File: src/rtl/i2c_mam_pkg.sv
package i2c_mam_pkg;
  localparam int BYTE_W = 8;
  localparam int HI_W   = 2;

  localparam logic [3:0] MODE_MASK_ACC = 4'b1001;
  localparam logic [3:0] MODE_SLV7     = 4'b0110;
  localparam logic [3:0] MODE_SLV10    = 4'b0111;

  localparam logic [1:0] SEL_ADDR_LO = 2'd0;
  localparam logic [1:0] SEL_ADDR_HI = 2'd1;
  localparam logic [1:0] SEL_MODE    = 2'd2;

  typedef enum logic [2:0] {
    ST_IDLE,
    ST_SHIFT,
    ST_ACK,
    ST_DONE,
    ST_IGNORE
  } mstate_e;
endpackage

File: src/rtl/i2c_mam_bus_sync.sv
module i2c_mam_bus_sync #(
  parameter int STAGES = 2
) (
  input  logic clk,
  input  logic rst_n,
  input  logic scl_in,
  input  logic sda_in,
  output logic scl_q,
  output logic scl_rise,
  output logic scl_fall,
  output logic sda_q,
  output logic start_det,
  output logic stop_det
);
  logic [STAGES-1:0] scl_pipe;
  logic [STAGES-1:0] sda_pipe;
  logic              scl_d;
  logic              sda_d;

  always_ff @(posedge clk) begin
    if (!rst_n) begin
      scl_pipe <= '1;
      sda_pipe <= '1;
      scl_d    <= 1'b1;
      sda_d    <= 1'b1;
    end else begin
      scl_pipe[0] <= scl_in;
      sda_pipe[0] <= sda_in;
      for (int i = STAGES - 1; i > 0; i--) begin
        scl_pipe[i] <= scl_pipe[i-1];
        sda_pipe[i] <= sda_pipe[i-1];
      end
      scl_d <= scl_pipe[STAGES-1];
      sda_d <= sda_pipe[STAGES-1];
    end
  end

  assign scl_q     = scl_pipe[STAGES-1];
  assign sda_q     = sda_pipe[STAGES-1];
  assign scl_rise  = scl_q & ~scl_d;
  assign scl_fall  = ~scl_q & scl_d;
  // both conditions need SCL high on both sides of the SDA edge
  assign start_det = scl_q & scl_d & sda_d & ~sda_q;
  assign stop_det  = scl_q & scl_d & ~sda_d & sda_q;
endmodule

File: src/rtl/i2c_mam_cfg.sv
module i2c_mam_cfg
  import i2c_mam_pkg::*;
#(
  parameter int AW = BYTE_W,
  parameter int HW = HI_W
) (
  input  logic          clk,
  input  logic          rst_n,
  input  logic          cfg_we,
  input  logic [1:0]    cfg_sel,
  input  logic [AW-1:0] cfg_wdata,
  output logic [AW-1:0] own_lo,
  output logic [HW-1:0] own_hi,
  output logic [AW-1:0] mask,
  output logic [3:0]    mode
);
  always_ff @(posedge clk) begin
    if (!rst_n) begin
      own_lo <= '0;
      own_hi <= '0;
      mask   <= '1;
      mode   <= '0;
    end else if (cfg_we) begin
      case (cfg_sel)
        SEL_ADDR_LO: begin
          if (mode == MODE_MASK_ACC) mask <= cfg_wdata;
          else                       own_lo <= cfg_wdata;
        end
        SEL_ADDR_HI: own_hi <= cfg_wdata[HW-1:0];
        SEL_MODE:    mode   <= cfg_wdata[3:0];
        default: ;
      endcase
    end
  end
endmodule

File: src/rtl/i2c_mam_compare.sv
module i2c_mam_compare #(
  parameter int AW = 8,
  parameter int HW = 2
) (
  input  logic [AW-1:0] rx_byte,
  input  logic [AW-1:0] own_lo,
  input  logic [HW-1:0] own_hi,
  input  logic [AW-1:0] mask,
  input  logic          ten_bit,
  input  logic          second,
  output logic          hit
);
  localparam int PRE_W = AW - HW - 1;
  localparam logic [PRE_W-1:0] TEN_PREFIX = {{(PRE_W-1){1'b1}}, 1'b0};

  logic [AW-1:0] bit_ok;

  genvar g;
  generate
    for (g = 0; g < AW; g++) begin : g_bit
      assign bit_ok[g] = ~mask[g] | (rx_byte[g] == own_lo[g]);
    end
  endgenerate

  logic hit7, hit_hdr, hit_lo;
  assign hit7    = &bit_ok[AW-1:1];
  assign hit_lo  = &bit_ok;
  assign hit_hdr = (rx_byte[AW-1:HW+1] == TEN_PREFIX) && (rx_byte[HW:1] == own_hi);

  always_comb begin
    if (!ten_bit)    hit = hit7;
    else if (second) hit = hit_lo;
    else             hit = hit_hdr;
  end
endmodule

File: src/rtl/i2c_mask_addr_slave.sv
module i2c_mask_addr_slave
  import i2c_mam_pkg::*;
#(
  parameter int SYNC_STAGES = 2
) (
  input  logic              clk,
  input  logic              rst_n,
  input  logic              scl_in,
  input  logic              sda_in,
  output logic              sda_oe,
  input  logic              cfg_we,
  input  logic [1:0]        cfg_sel,
  input  logic [BYTE_W-1:0] cfg_wdata,
  output logic              match_strobe,
  output logic              rnw
);
  localparam int CNT_W = $clog2(BYTE_W + 1);
  localparam logic [CNT_W-1:0] LAST_BIT = CNT_W'(BYTE_W);

  logic scl_s, sda_s, scl_rise, scl_fall, start_det, stop_det;
  logic [BYTE_W-1:0] own_lo, mask_q;
  logic [HI_W-1:0]   own_hi;
  logic [3:0]        mode;

  i2c_mam_bus_sync #(.STAGES(SYNC_STAGES)) u_sync (
    .clk(clk), .rst_n(rst_n), .scl_in(scl_in), .sda_in(sda_in),
    .scl_q(scl_s), .scl_rise(scl_rise), .scl_fall(scl_fall),
    .sda_q(sda_s), .start_det(start_det), .stop_det(stop_det)
  );

  i2c_mam_cfg #(.AW(BYTE_W), .HW(HI_W)) u_cfg (
    .clk(clk), .rst_n(rst_n), .cfg_we(cfg_we), .cfg_sel(cfg_sel),
    .cfg_wdata(cfg_wdata), .own_lo(own_lo), .own_hi(own_hi),
    .mask(mask_q), .mode(mode)
  );

  logic slave_on, ten_bit;
  assign ten_bit  = (mode == MODE_SLV10);
  assign slave_on = (mode == MODE_SLV7) || ten_bit;

  mstate_e           state;
  logic [CNT_W-1:0]  bit_cnt;
  logic [BYTE_W-1:0] shreg;
  logic              second_q;
  logic              hdr_rw;
  logic              hit;
  logic              final_byte;

  i2c_mam_compare #(.AW(BYTE_W), .HW(HI_W)) u_cmp (
    .rx_byte(shreg), .own_lo(own_lo), .own_hi(own_hi), .mask(mask_q),
    .ten_bit(ten_bit), .second(second_q), .hit(hit)
  );

  assign final_byte = !ten_bit || second_q;

  always_ff @(posedge clk) begin
    if (!rst_n) begin
      state        <= ST_IDLE;
      bit_cnt      <= '0;
      shreg        <= '0;
      second_q     <= 1'b0;
      hdr_rw       <= 1'b0;
      sda_oe       <= 1'b0;
      match_strobe <= 1'b0;
      rnw          <= 1'b0;
    end else if (!slave_on) begin
      state        <= ST_IDLE;
      sda_oe       <= 1'b0;
      match_strobe <= 1'b0;
    end else begin
      match_strobe <= 1'b0;
      if (start_det) begin
        state    <= ST_SHIFT;
        bit_cnt  <= '0;
        second_q <= 1'b0;
        sda_oe   <= 1'b0;
      end else if (stop_det) begin
        state  <= ST_IDLE;
        sda_oe <= 1'b0;
      end else begin
        case (state)
          ST_SHIFT: begin
            if (scl_rise && bit_cnt < LAST_BIT) begin
              shreg   <= {shreg[BYTE_W-2:0], sda_s};
              bit_cnt <= bit_cnt + 1'b1;
            end else if (scl_fall && bit_cnt == LAST_BIT) begin
              if (hit) begin
                sda_oe <= 1'b1;
                state  <= ST_ACK;
                if (!second_q) hdr_rw <= shreg[0];
                if (final_byte) begin
                  match_strobe <= 1'b1;
                  rnw          <= second_q ? hdr_rw : shreg[0];
                end
              end else begin
                state <= ST_IGNORE;
              end
            end
          end
          ST_ACK: begin
            if (scl_fall) begin
              sda_oe  <= 1'b0;
              bit_cnt <= '0;
              if (ten_bit && !second_q) begin
                second_q <= 1'b1;
                state    <= ST_SHIFT;
              end else begin
                state <= ST_DONE;
              end
            end
          end
          default: ;
        endcase
      end
    end
  end
endmodule

File: config.mk
export PLATFORM = sky130hd
export DESIGN_NAME = i2c_mask_addr_slave
export DESIGN_NICKNAME = d
export VERILOG_FILES = /design/src/rtl/i2c_mam_pkg.sv /design/src/rtl/i2c_mam_bus_sync.sv /design/src/rtl/i2c_mam_cfg.sv /design/src/rtl/i2c_mam_compare.sv /design/src/rtl/i2c_mask_addr_slave.sv
export SDC_FILE = /design/constraint.sdc
export NUM_CORES = 1
export LEC_CHECK = 0
export BUFFER_PORTS_ARGS = -buffer_cell sky130_fd_sc_hd__buf_2
export CAP_MARGIN = 20
export CORE_ASPECT_RATIO = 1.5
export CORE_MARGIN = 4
export CORE_UTILIZATION = 40
export DETAILED_ROUTE_END_ITERATION = 10
export PLACE_DENSITY = 0.63
export REMOVE_ABC_BUFFERS = 1
export SLEW_MARGIN = 20
export SYNTH_ARGS = -nofsm -noshare
export SYNTH_HDL_FRONTEND = slang
export SYNTH_SLANG_ARGS = --single-unit
File: constraint.sdc
create_clock -name clk -period 2.1 [get_ports clk]
set_input_delay 0.105 -clock clk [delete_from_list [all_inputs] [get_ports clk]]
set_output_delay 0.105 -clock clk [all_outputs]
set_load 0.005 [all_outputs]
Word-level counts from Yosys, hierarchy flattened
Index checks and enable logic that the tools add are counted.
- word-level logic and storage cells: 142
- register bits: 48
- memories: 0
- memory bits (read-only): 0
- latch bits: 0
- memory bits (writable): 0
- input port bits: 15
- reductions and logical operators: 32
- bitwise logic cells: 36
- shifts and indexed selects: 0
- multiplexer cells: 27
- divide/modulo/power cells: 0
- multipliers: 0
- $lt $le $gt $ge: 1
- add/sub/neg operators: 1
- equal/unequal tests: 28
- operator list (kind ; number):
    NOT 1 bit ; 21
    AND reduction 5 bit ; 4
    2-to-1 mux 4 bit ; 4
    AND reduction 8 bit ; 2
    2-to-1 mux 1 bit ; 15
    AND reduction 7 bit ; 2
    2-to-1 mux 3 bit ; 4
    != test 4 bit, second input constant ; 3
    != test 2 bit, second input constant ; 5
    equality test 1 bit ; 8
    equality test 4 x 3 -> 1 bit, second input constant ; 2
    equality test 4 bit, second input constant ; 2
    OR 1 bit ; 8
    one-hot mux 4 bit (2 select lines) ; 1
    AND reduction 4 bit ; 2
    nonzero test 2 bit ; 4
    OR reduction 8 bit ; 1
    bitwise AND 1 bit ; 7
    != test 3 bit, second input constant ; 2
    one-hot mux 3 bit (2 select lines) ; 1
    AND reduction 2 bit ; 3
    AND reduction 3 bit ; 2
    equality test 5 bit, second input constant ; 1
    adder 4 x 1 -> 4 bit, second input constant ; 1
    15 further kinds ; 20

Logic depth before layout (Yosys ltp)
Gate-level depths: netlist (run 1).
- depth in word-level cells: 11
- mapped depth: 7
- mapped depth without buffers: 6

Modules after synthesis
From an unflattened synthesis (run 1), not the netlist that was laid out.
- cells, all modules: 236
- area total of the unflattened synthesis: 2249.7 um^2
- modules (own cells, without submodules) (module ; instances ; sequential area each (um^2) ; area an instance (um^2) ; cells an instance):
    i2c_mask_addr_slave ; 1 ; 400.4 ; 952.2 ; 107
    i2c_mam_cfg ; 1 ; 440.4 ; 949.7 ; 93
    i2c_mam_bus_sync ; 1 ; 120.1 ; 190.2 ; 16
    i2c_mam_compare ; 1 ; 0.0 ; 157.7 ; 20

Least setup slack after synthesis (run 1)
Ideal clock, no wire load.
- path type: flip-flop to flip-flop
- start point: register shreg[1]
- end point: register rnw
- buffers on the path: 0
- arrival time: 1388 ps
- path slack: 598 ps
- cell stages (with the launch flop): 6
- period minus slack after synthesis: 1502 ps
- library setup time: 115 ps
- cells stage by stage: dfxtp_1 -> xor2_1 -> a222oi_1 -> nand3_2 -> o31a_1 -> o21a_1
- cells in the longest elaborated chain, start to end: 6
- elaborated cells on any way between the ends: 9
- classes of those cells: eq/ne (2); mux (2); bitwise (1); reduce/logical (4)
- ends and longest elaborated chain (element ; line ; text):
    start, declared ; i2c_mask_addr_slave.sv:43 ; logic [BYTE_W-1:0] shreg;
    start signal, assigned ; i2c_mask_addr_slave.sv:84 ; shreg <= {shreg[BYTE_W-2:0], sda_s};
    equality test 1 bit ; i2c_mam_compare.sv:21 ; assign bit_ok[g] = ~mask[g] | (rx_byte[g] == own_lo[g]);
    OR 1 bit ; i2c_mam_compare.sv:21 ;
    AND reduction 8 bit ; i2c_mam_compare.sv:27 ; assign hit_lo = &bit_ok;
    2-to-1 mux 1 bit ; i2c_mam_compare.sv:32 ; else if (second) hit = hit_lo;
    2-to-1 mux 1 bit * ; i2c_mam_compare.sv:31 ; if (!ten_bit) hit = hit7;
    AND reduction 8 bit (no line) * ; -- ;
    end signal, assigned ; i2c_mask_addr_slave.sv:93 ; rnw <= second_q ? hdr_rw : shreg[0];
    end, declared ; i2c_mask_addr_slave.sv:15 ; output logic rnw
Mark *: on every way between the ends. The rest lies on a longest branch, timed or not.
A chain may end at the register's enable or synchronous reset.

Worst setup path in the final report (run 1)
- start point: register shreg[1]
- end point: register hdr_rw
- cells in the longest elaborated chain, start to end: 6
- elaborated cells on any way between the ends: 9
- classes of those cells: eq/ne (2); mux (2); bitwise (1); reduce/logical (4)
- ends and longest elaborated chain (element ; line ; text):
    equality test 1 bit ; i2c_mam_compare.sv:21 ;
    OR 1 bit ; i2c_mam_compare.sv:21 ;
    AND reduction 8 bit ; i2c_mam_compare.sv:27 ;
    2-to-1 mux 1 bit ; i2c_mam_compare.sv:32 ;
    2-to-1 mux 1 bit * ; i2c_mam_compare.sv:31 ;
    AND reduction 7 bit (no line) * ; -- ;
    end signal, assigned ; i2c_mask_addr_slave.sv:90 ; if (!second_q) hdr_rw <= shreg[0];
    end, declared ; i2c_mask_addr_slave.sv:45 ; logic hdr_rw;
Marks and branches as above.

==> impl_metrics.env, run 1 <==
export IMPL_synth_largest_area_cell="dfxtp_1"
export IMPL_outcome="complete, no violations"
export IMPL_cts_max_path_buffers=2
export IMPL_num_vias=1563
export IMPL_p_per_area_nw_per_um2=703.1
export IMPL_slew_headroom_pct=68.14
export IMPL_crit_chain="xor2_1 -> a222oi_1 -> nand3_2 -> a211oi_2 -> mux2i_1"
export IMPL_power_frac_seq_pct=54.3
export IMPL_die_h_um=98.04
export IMPL_numCtsBuffers=5
export IMPL_finalHoldViolCount=0
export IMPL_start_util_pct=41.54
export IMPL_hpwl_um=2978
export IMPL_crit_path_end_kind="flip-flop"
export IMPL_setup_tns_final_ns=0
export IMPL_worstSkewPairLatency_ns=0.30
export IMPL_p_leak_nw=1.103
export IMPL_ys_flop_type="dfxtp_1"
export IMPL_fp_dieW_um=68.03
export IMPL_final_util_pct=47.02
export IMPL_power_internal_mw=1.333
export IMPL_comb_power_share_pct=6.0
export IMPL_io_pins=18
export IMPL_final_layout_size_suffix_gt1_share_pct=14.81
export IMPL_synth_area_top_cells="dfxtp_1 (44%), mux2i_1 (14%), nor2b_1 (7.5%)"
export IMPL_critPathRequiredTime_ns=2.34
export IMPL_syn_inst=223
export IMPL_crit_slowest_cell="a222oi_1"
export IMPL_synth_edf_count=0
export IMPL_totalWireLength_um=4034
export IMPL_whs_ns=0.02358
export IMPL_cts_max_level=2
export IMPL_drc=0
export IMPL_ys_warnings_count=0
export IMPL_syn_mean_instance_area_um2=9.695
export IMPL_synth_top_area_share_pct=44.44
export IMPL_async_flop_share_pct=0
export IMPL_wl_per_cell_um=12.97
export IMPL_num_rows=32
export IMPL_clk_pin_slew_ns=0.10
export IMPL_grt_ovfl_total=0
export IMPL_netlist_area_um2=2162
export IMPL_min_period_ns=1.691
export IMPL_grt_pass1_wl_um=6900
export IMPL_p_sw_mw=0.3877
export IMPL_areaGrowthSynthToFinish_pct=13.19
export IMPL_placed_area_um2=2312
export IMPL_post_cts_setup_buffers=0
export IMPL_die_area_um2=6670
export IMPL_synthDistinctLibCells=41
export IMPL_grt_util_all_layers_pct=13.42
export IMPL_clock_sinks=48
export IMPL_grt_pass1_vias=1516
export IMPL_core_region_area_um2=5205
export IMPL_peakVddDrop_mv=0.4955
export IMPL_antenna_found_initial=0
export IMPL_fin_crit_sh_pct=80.54
export IMPL_fmax_ghz=0.5912
export IMPL_gp_congestion=0.8202
export IMPL_cts_resized=0
export IMPL_arrival_ns=1.93
export IMPL_synth_seq_cells=48
export IMPL_routed_via_density=5.026
export IMPL_crit_fanout=6
export IMPL_fin_nets=259
export IMPL_portBuffers=17
export IMPL_cts_root_buf="clkbuf_8"
export IMPL_skew_ns=0.009675
export IMPL_first_pass_iters=4
export IMPL_clkPwrFrac_pct=39.6
export IMPL_worst_pin_slew_ns=0.4767
export IMPL_ctsHoldBuffers=2
export IMPL_grt_max_degree=30
export IMPL_cts_tree="done"
export IMPL_first_iter_violations=58
export IMPL_start_kind="flip-flop"
export IMPL_p_sw_share_pct=22.53
export IMPL_ant_nets=0
export IMPL_setup_viol=0
export IMPL_insertedDiodeCount=0
export IMPL_p_total_mw=1.721
export IMPL_max_stage_delay_ns=0.42
export IMPL_worstHoldPathType="in -> reg"
export IMPL_post_route_cell_area_um2=2447
export IMPL_ys_seq_area_share_pct=44.44
export IMPL_critPathKind="reg -> reg"
export IMPL_rsz0062_at_grt="no"
export IMPL_drv_cap=0
export IMPL_slew_violations=0
state kept, by name, summed over array words and instances (netlist names):
signal,count
hdr_rw,1
u_sync.sda_pipe,2
u_cfg.mask,8
shreg,8
state,3
rnw,1
u_sync.sda_d,1
u_cfg.own_lo,8
second_q,1
match_strobe,1
u_sync.scl_pipe,2
u_sync.scl_d,1
sda_oe,1
u_cfg.own_hi,2
u_cfg.mode,4
bit_cnt,4
final cells by class:
| type | count | area [um^2] |
|---|---|---|
| Fill cell | 530 | 2758 |
| Multi-Input combinational cell | 160 | 1140 |
| Clock inverter | 3 | 46.29 |
| Timing Repair Buffer | 22 | 127.6 |
| Tap cell | 68 | 85.08 |
| Sequential cell | 48 | 960.9 |
| Inverter | 5 | 18.77 |
| Clock buffer | 5 | 68.82 |
synthesized netlist by cell type (3+ instances only):
cell       n
dfxtp_1   48
mux2i_1   31
nand2_1   27
nor2b_1   26
xor2_1    10
nor2_1     8
clkbuf_1   6
nor3_1     6
o21ai_0    6
inv_1      5
nand2b_1   5
buf_2      4
nand3_1    3
nand3b_1   3
xnor2_1    3
final timing paths:
check	slack, ns	depth (start not counted)	from	end
worst max-delay path	0.41	5	shreg[1]	hdr_rw
worst min-delay path	0.02	3	cfg_wdata[4]	u_cfg.mask[4]
worst max register to register	0.41	5	shreg[1]	hdr_rw
worst min register to register	0.41	1	u_sync.scl_pipe[0]	u_sync.scl_pipe[1]
worst max-delay path: cells and delay by family (launching register included):
family	cells	cell delay, ns
and+or+nand+nor	1	0.21
muxes	1	0.19
AOI/OAI and AO/OA	2	0.71
DFF	1	0.36
xor gates and xnor gates	1	0.16
per-stage QoR:
stage | setup slack [ns] | cells
after floorplan | 0.5977 | 213
after global placement | 0.4000 | 301
after detailed placement | 0.4126 | 301
after CTS | 0.3856 | 311
after global routing | 0.2265 | 311
final | 0.4086 | 311
power by group through the flow:
| stage | Clock (mW) | Combinational (mW) | Sequential [mW] |
|---|---|---|---|
| after global routing | 0.747 | 0.116 | 0.937 |
| final | 0.682 | 0.104 | 0.935 |
| after global placement | 0 | 0.102 | 0.956 |
| after CTS | 0.703 | 0.105 | 0.935 |
| after detailed placement | 0 | 0.102 | 0.956 |
| after floorplan | 0 | 0.0603 | 0.953 |
routing by layer:
metal	global-route usage, %	routed length, um
met2	21.77	1981
met4	5.054	90
met5	0	0
met1	16.70	1851
met3	3.337	111
cells by family (layout without fill, tap and decap cells):
logic type | after synthesis | count (layout) | share of synthesized area, %
muxes | 31 | 31 | 14.35
and+or+nand+nor | 90 | 90 | 23.38
buffers and inverters | 15 | 35 | 2.836
AOI/OAI and AO/OA | 24 | 24 | 8.565
DFF | 48 | 48 | 44.44
adders and majority gates | 2 | 2 | 1.157
xor gates and xnor gates | 13 | 13 | 5.266
cell usage in the layout (no fill, tap or decap), types with 5 or more instances in the layout:
master / instances
buf_2: 17
clkbuf_8: 5
dfxtp_1: 48
inv_1: 5
mux2i_1: 31
nand2_1: 27
nand2b_1: 5
nor2_1: 8
nor2b_1: 26
nor3_1: 6
o21ai_0: 6
xor2_1: 10
No activity file was read; power rests on OpenSTA's default activity.
==> run 2: changes to the inputs <==
Clock period 2.1 ns to 1.6 ns, I/O delays scaled along.
==> run 2 against run 1 <==
The run now ends with setup timing left. Sequential share of layout area down 2.8 points. Flip-flop and latch count did not move. Wire length increased by 11%. Sequential power up 30%. Maximum frequency up 5.6%. Global-route usage grew 1.6 points. Register-to-register slack worse by 0.41 ns. Combinational power is 59% higher. Core utilization rose by 4.0 points. Clock power up 35%. Setup slack lost 0.41 ns. Design area rose by 8.4%. Critical endpoint unchanged. Largest cell class unchanged.
==> impl_metrics.env, run 2 (synthesized netlist as in run 1, its figures left out) <==
export IMPL_final_layout_size_suffix_gt1_share_pct=24.62
export IMPL_fin_crit_sh_pct=100.1
export IMPL_ant_nets=0
export IMPL_antenna_found_initial=0
export IMPL_slew_headroom_pct=61.88
export IMPL_peakVddDrop_mv=0.5843
export IMPL_cts_root_buf="clkbuf_8"
export IMPL_num_rows=32
export IMPL_violations="setup timing"
export IMPL_seq_area_um2=967.2
export IMPL_power_frac_seq_pct=52.9
export IMPL_cts_tree="done"
export IMPL_clock_sinks=48
export IMPL_num_vias=1621
export IMPL_clk_pin_slew_ns=0.09
export IMPL_arrival_ns=1.84
export IMPL_worstSetupPathDepth=5
export IMPL_grt_max_degree=32
export IMPL_gp_congestion=0.8251
export IMPL_grt_util_all_layers_pct=15.00
export IMPL_crit_chain="xor2_1 -> a222oi_1 -> nand3_2 -> a211oi_2 -> mux2i_1"
export IMPL_start_util_pct=41.54
export IMPL_hpwl_um=3255
export IMPL_areaGrowthSynthToFinish_pct=22.74
export IMPL_worstSkewPairLatency_ns=0.30
export IMPL_setup_viol=1
export IMPL_r2r_end="hdr_rw"
export IMPL_p_total_mw=2.310
export IMPL_crit_fanout=5
export IMPL_critPathRequiredTime_ns=1.84
export IMPL_start_kind="flip-flop"
export IMPL_first_pass_iters=4
export IMPL_totalWireLength_um=4478
export IMPL_multi_input_area_um2=1196
export IMPL_final_common_cell="dfxtp_1"
export IMPL_critPathKind="reg -> reg"
export IMPL_portBuffers=17
export IMPL_drv_cap=0
export IMPL_final_cell_mix="dfxtp_1 (43), mux2i_1 (31), nand2_1 (27)"
export IMPL_crit_path_end_kind="flip-flop"
export IMPL_die_area_um2=6670
export IMPL_p_leak_nw=1.209
export IMPL_fin_ws_ns=-0.002187
export IMPL_grt_pass1_wl_um=7721
export IMPL_crit_slowest_cell="a222oi_1"
export IMPL_drc=0
export IMPL_min_period_ns=1.602
export IMPL_numCtsBuffers=5
export IMPL_grt_pass1_vias=1647
export IMPL_path_buf_inv=0
export IMPL_p_sw_mw=0.5040
export IMPL_core_region_area_um2=5205
export IMPL_largestRegisters="shreg x8, u_cfg.mask x8, u_cfg.own_lo x8"
export IMPL_max_stage_delay_ns=0.38
export IMPL_finalHoldViolCount=0
export IMPL_fillCellCount=500
export IMPL_startpoint="u_cfg.own_lo[1]"
export IMPL_io_pins=18
export IMPL_cpLargestDelayFamily="compound AO/OA/AOI/OAI gates"
export IMPL_cts_max_path_buffers=2
export IMPL_grt_ovfl_total=0
export IMPL_p_per_area_nw_per_um2=870.4
export IMPL_cts_max_level=2
export IMPL_endpoint="hdr_rw"
export IMPL_whs_ns=0.005641
export IMPL_outcome="finished, violations left"
export IMPL_regToRegStartpoint="u_cfg.own_lo[1]"
export IMPL_power_internal_mw=1.806
export IMPL_skew_ns=0.01404
export IMPL_fp_dieW_um=68.03
export IMPL_clkPwrFrac_pct=39.9
export IMPL_rsz0062_at_grt="yes"
export IMPL_wl_per_cell_um=13.65
export IMPL_fmax_ghz=0.6241
export IMPL_first_iter_violations=67
export IMPL_regToRegSetupSlack_ns=-0.002
export IMPL_p_sw_share_pct=21.82
export IMPL_comb_power_share_pct=7.1
export IMPL_routed_via_density=4.942
export IMPL_die_h_um=98.04
export IMPL_slew_violations=0
export IMPL_fin_nets=276
export IMPL_worstHoldPathType="in -> reg"
export IMPL_reg2reg_depth=5
export IMPL_worst_pin_slew_ns=0.5692
export IMPL_insertedDiodeCount=0
export IMPL_dp_slack_ns=-0.08768
==> run 2: cell types whose count changed in the layout (fill, tap and decap cells not counted), moves of 2 or more <==
cell | before | now
buf_4 | 3 | 17
buf_6 | 0 | 2
dfxtp_1 | 48 | 43
dfxtp_2 | 0 | 5
==> run 2: how the worst min path moves through the flow <==
stage | end | startpoint | cells past startpoint | slack [ns]
2_1_floorplan | u_cfg.mask[0] | rst_n | 1 | 0.14
3_3_place_gp | u_sync.scl_pipe[0] | scl_in | 2 | 0.26
3_5_place_dp | u_sync.scl_pipe[0] | scl_in | 2 | 0.27
4_1_cts | u_cfg.mask[4] | cfg_wdata[4] | 3 | 0.001
5_1_grt | u_cfg.mask[7] | cfg_wdata[7] | 3 | 0.03
6_report | u_cfg.mask[4] | cfg_wdata[4] | 3 | 0.006
==> run 2: worst reg2reg max path: cells and delay by family (launching register included) <==
kind	cells	cell delay, ns
compound gates	2	0.64
flops	1	0.34
simple gates	1	0.21
mux	1	0.20
xor+xnor	1	0.15
==> run 2: what timing repair did <==
| item | CTS | global route |
|---|---|---|
| pin swaps | 4 | 5 |
| gates resized for setup | 7 | 9 |
| setup buffers | 1 | 0 |
| endpoints found under the hold margin | 3 | 0 |
| hold buffers | 3 | 0 |
| endpoints found under the setup margin | 11 | 16 |
==> run 2: routing by layer <==
layer,GRT usage (%),up-vias,routed length [um]
li1,-,832,-
met1,17.83,764,1938
met2,25.85,21,2380
met3,3.107,4,98
met4,5.207,0,61
met5,0,-,0
==> run 2: stage by stage <==
stage	TNS (ns)	area, um^2	util, %	cells
final	-0.002187	2654	50.99	328
after global routing	-0.1944	2654	50.99	328
after CTS	-0.05183	2621	50.36	328
after detailed placement	-0.7235	2425	46.59	316
after global placement	-0.1570	2425	46.59	316
after floorplan	0	2120	-	213
==> run 2: power by group through the flow <==
| stage | clock network [mW] | logic, mW | registers (mW) |
|---|---|---|---|
| finish | 0.922 | 0.165 | 1.22 |
| global route | 1.00 | 0.182 | 1.23 |
| floorplan | 0 | 0.0792 | 1.25 |
| CTS | 0.949 | 0.165 | 1.22 |
| global placement | 0 | 0.145 | 1.25 |
| detailed placement | 0 | 0.147 | 1.25 |
==> run 2: area by class of cell <==
cell class	count	share of cell area (%)
timing repair buffer	39	9.995
clock inverter	2	1.462
multi-input combinational	160	45.07
tap	68	3.206
clock buffer	6	3.112
inverter	5	0.7072
sequential	48	36.45
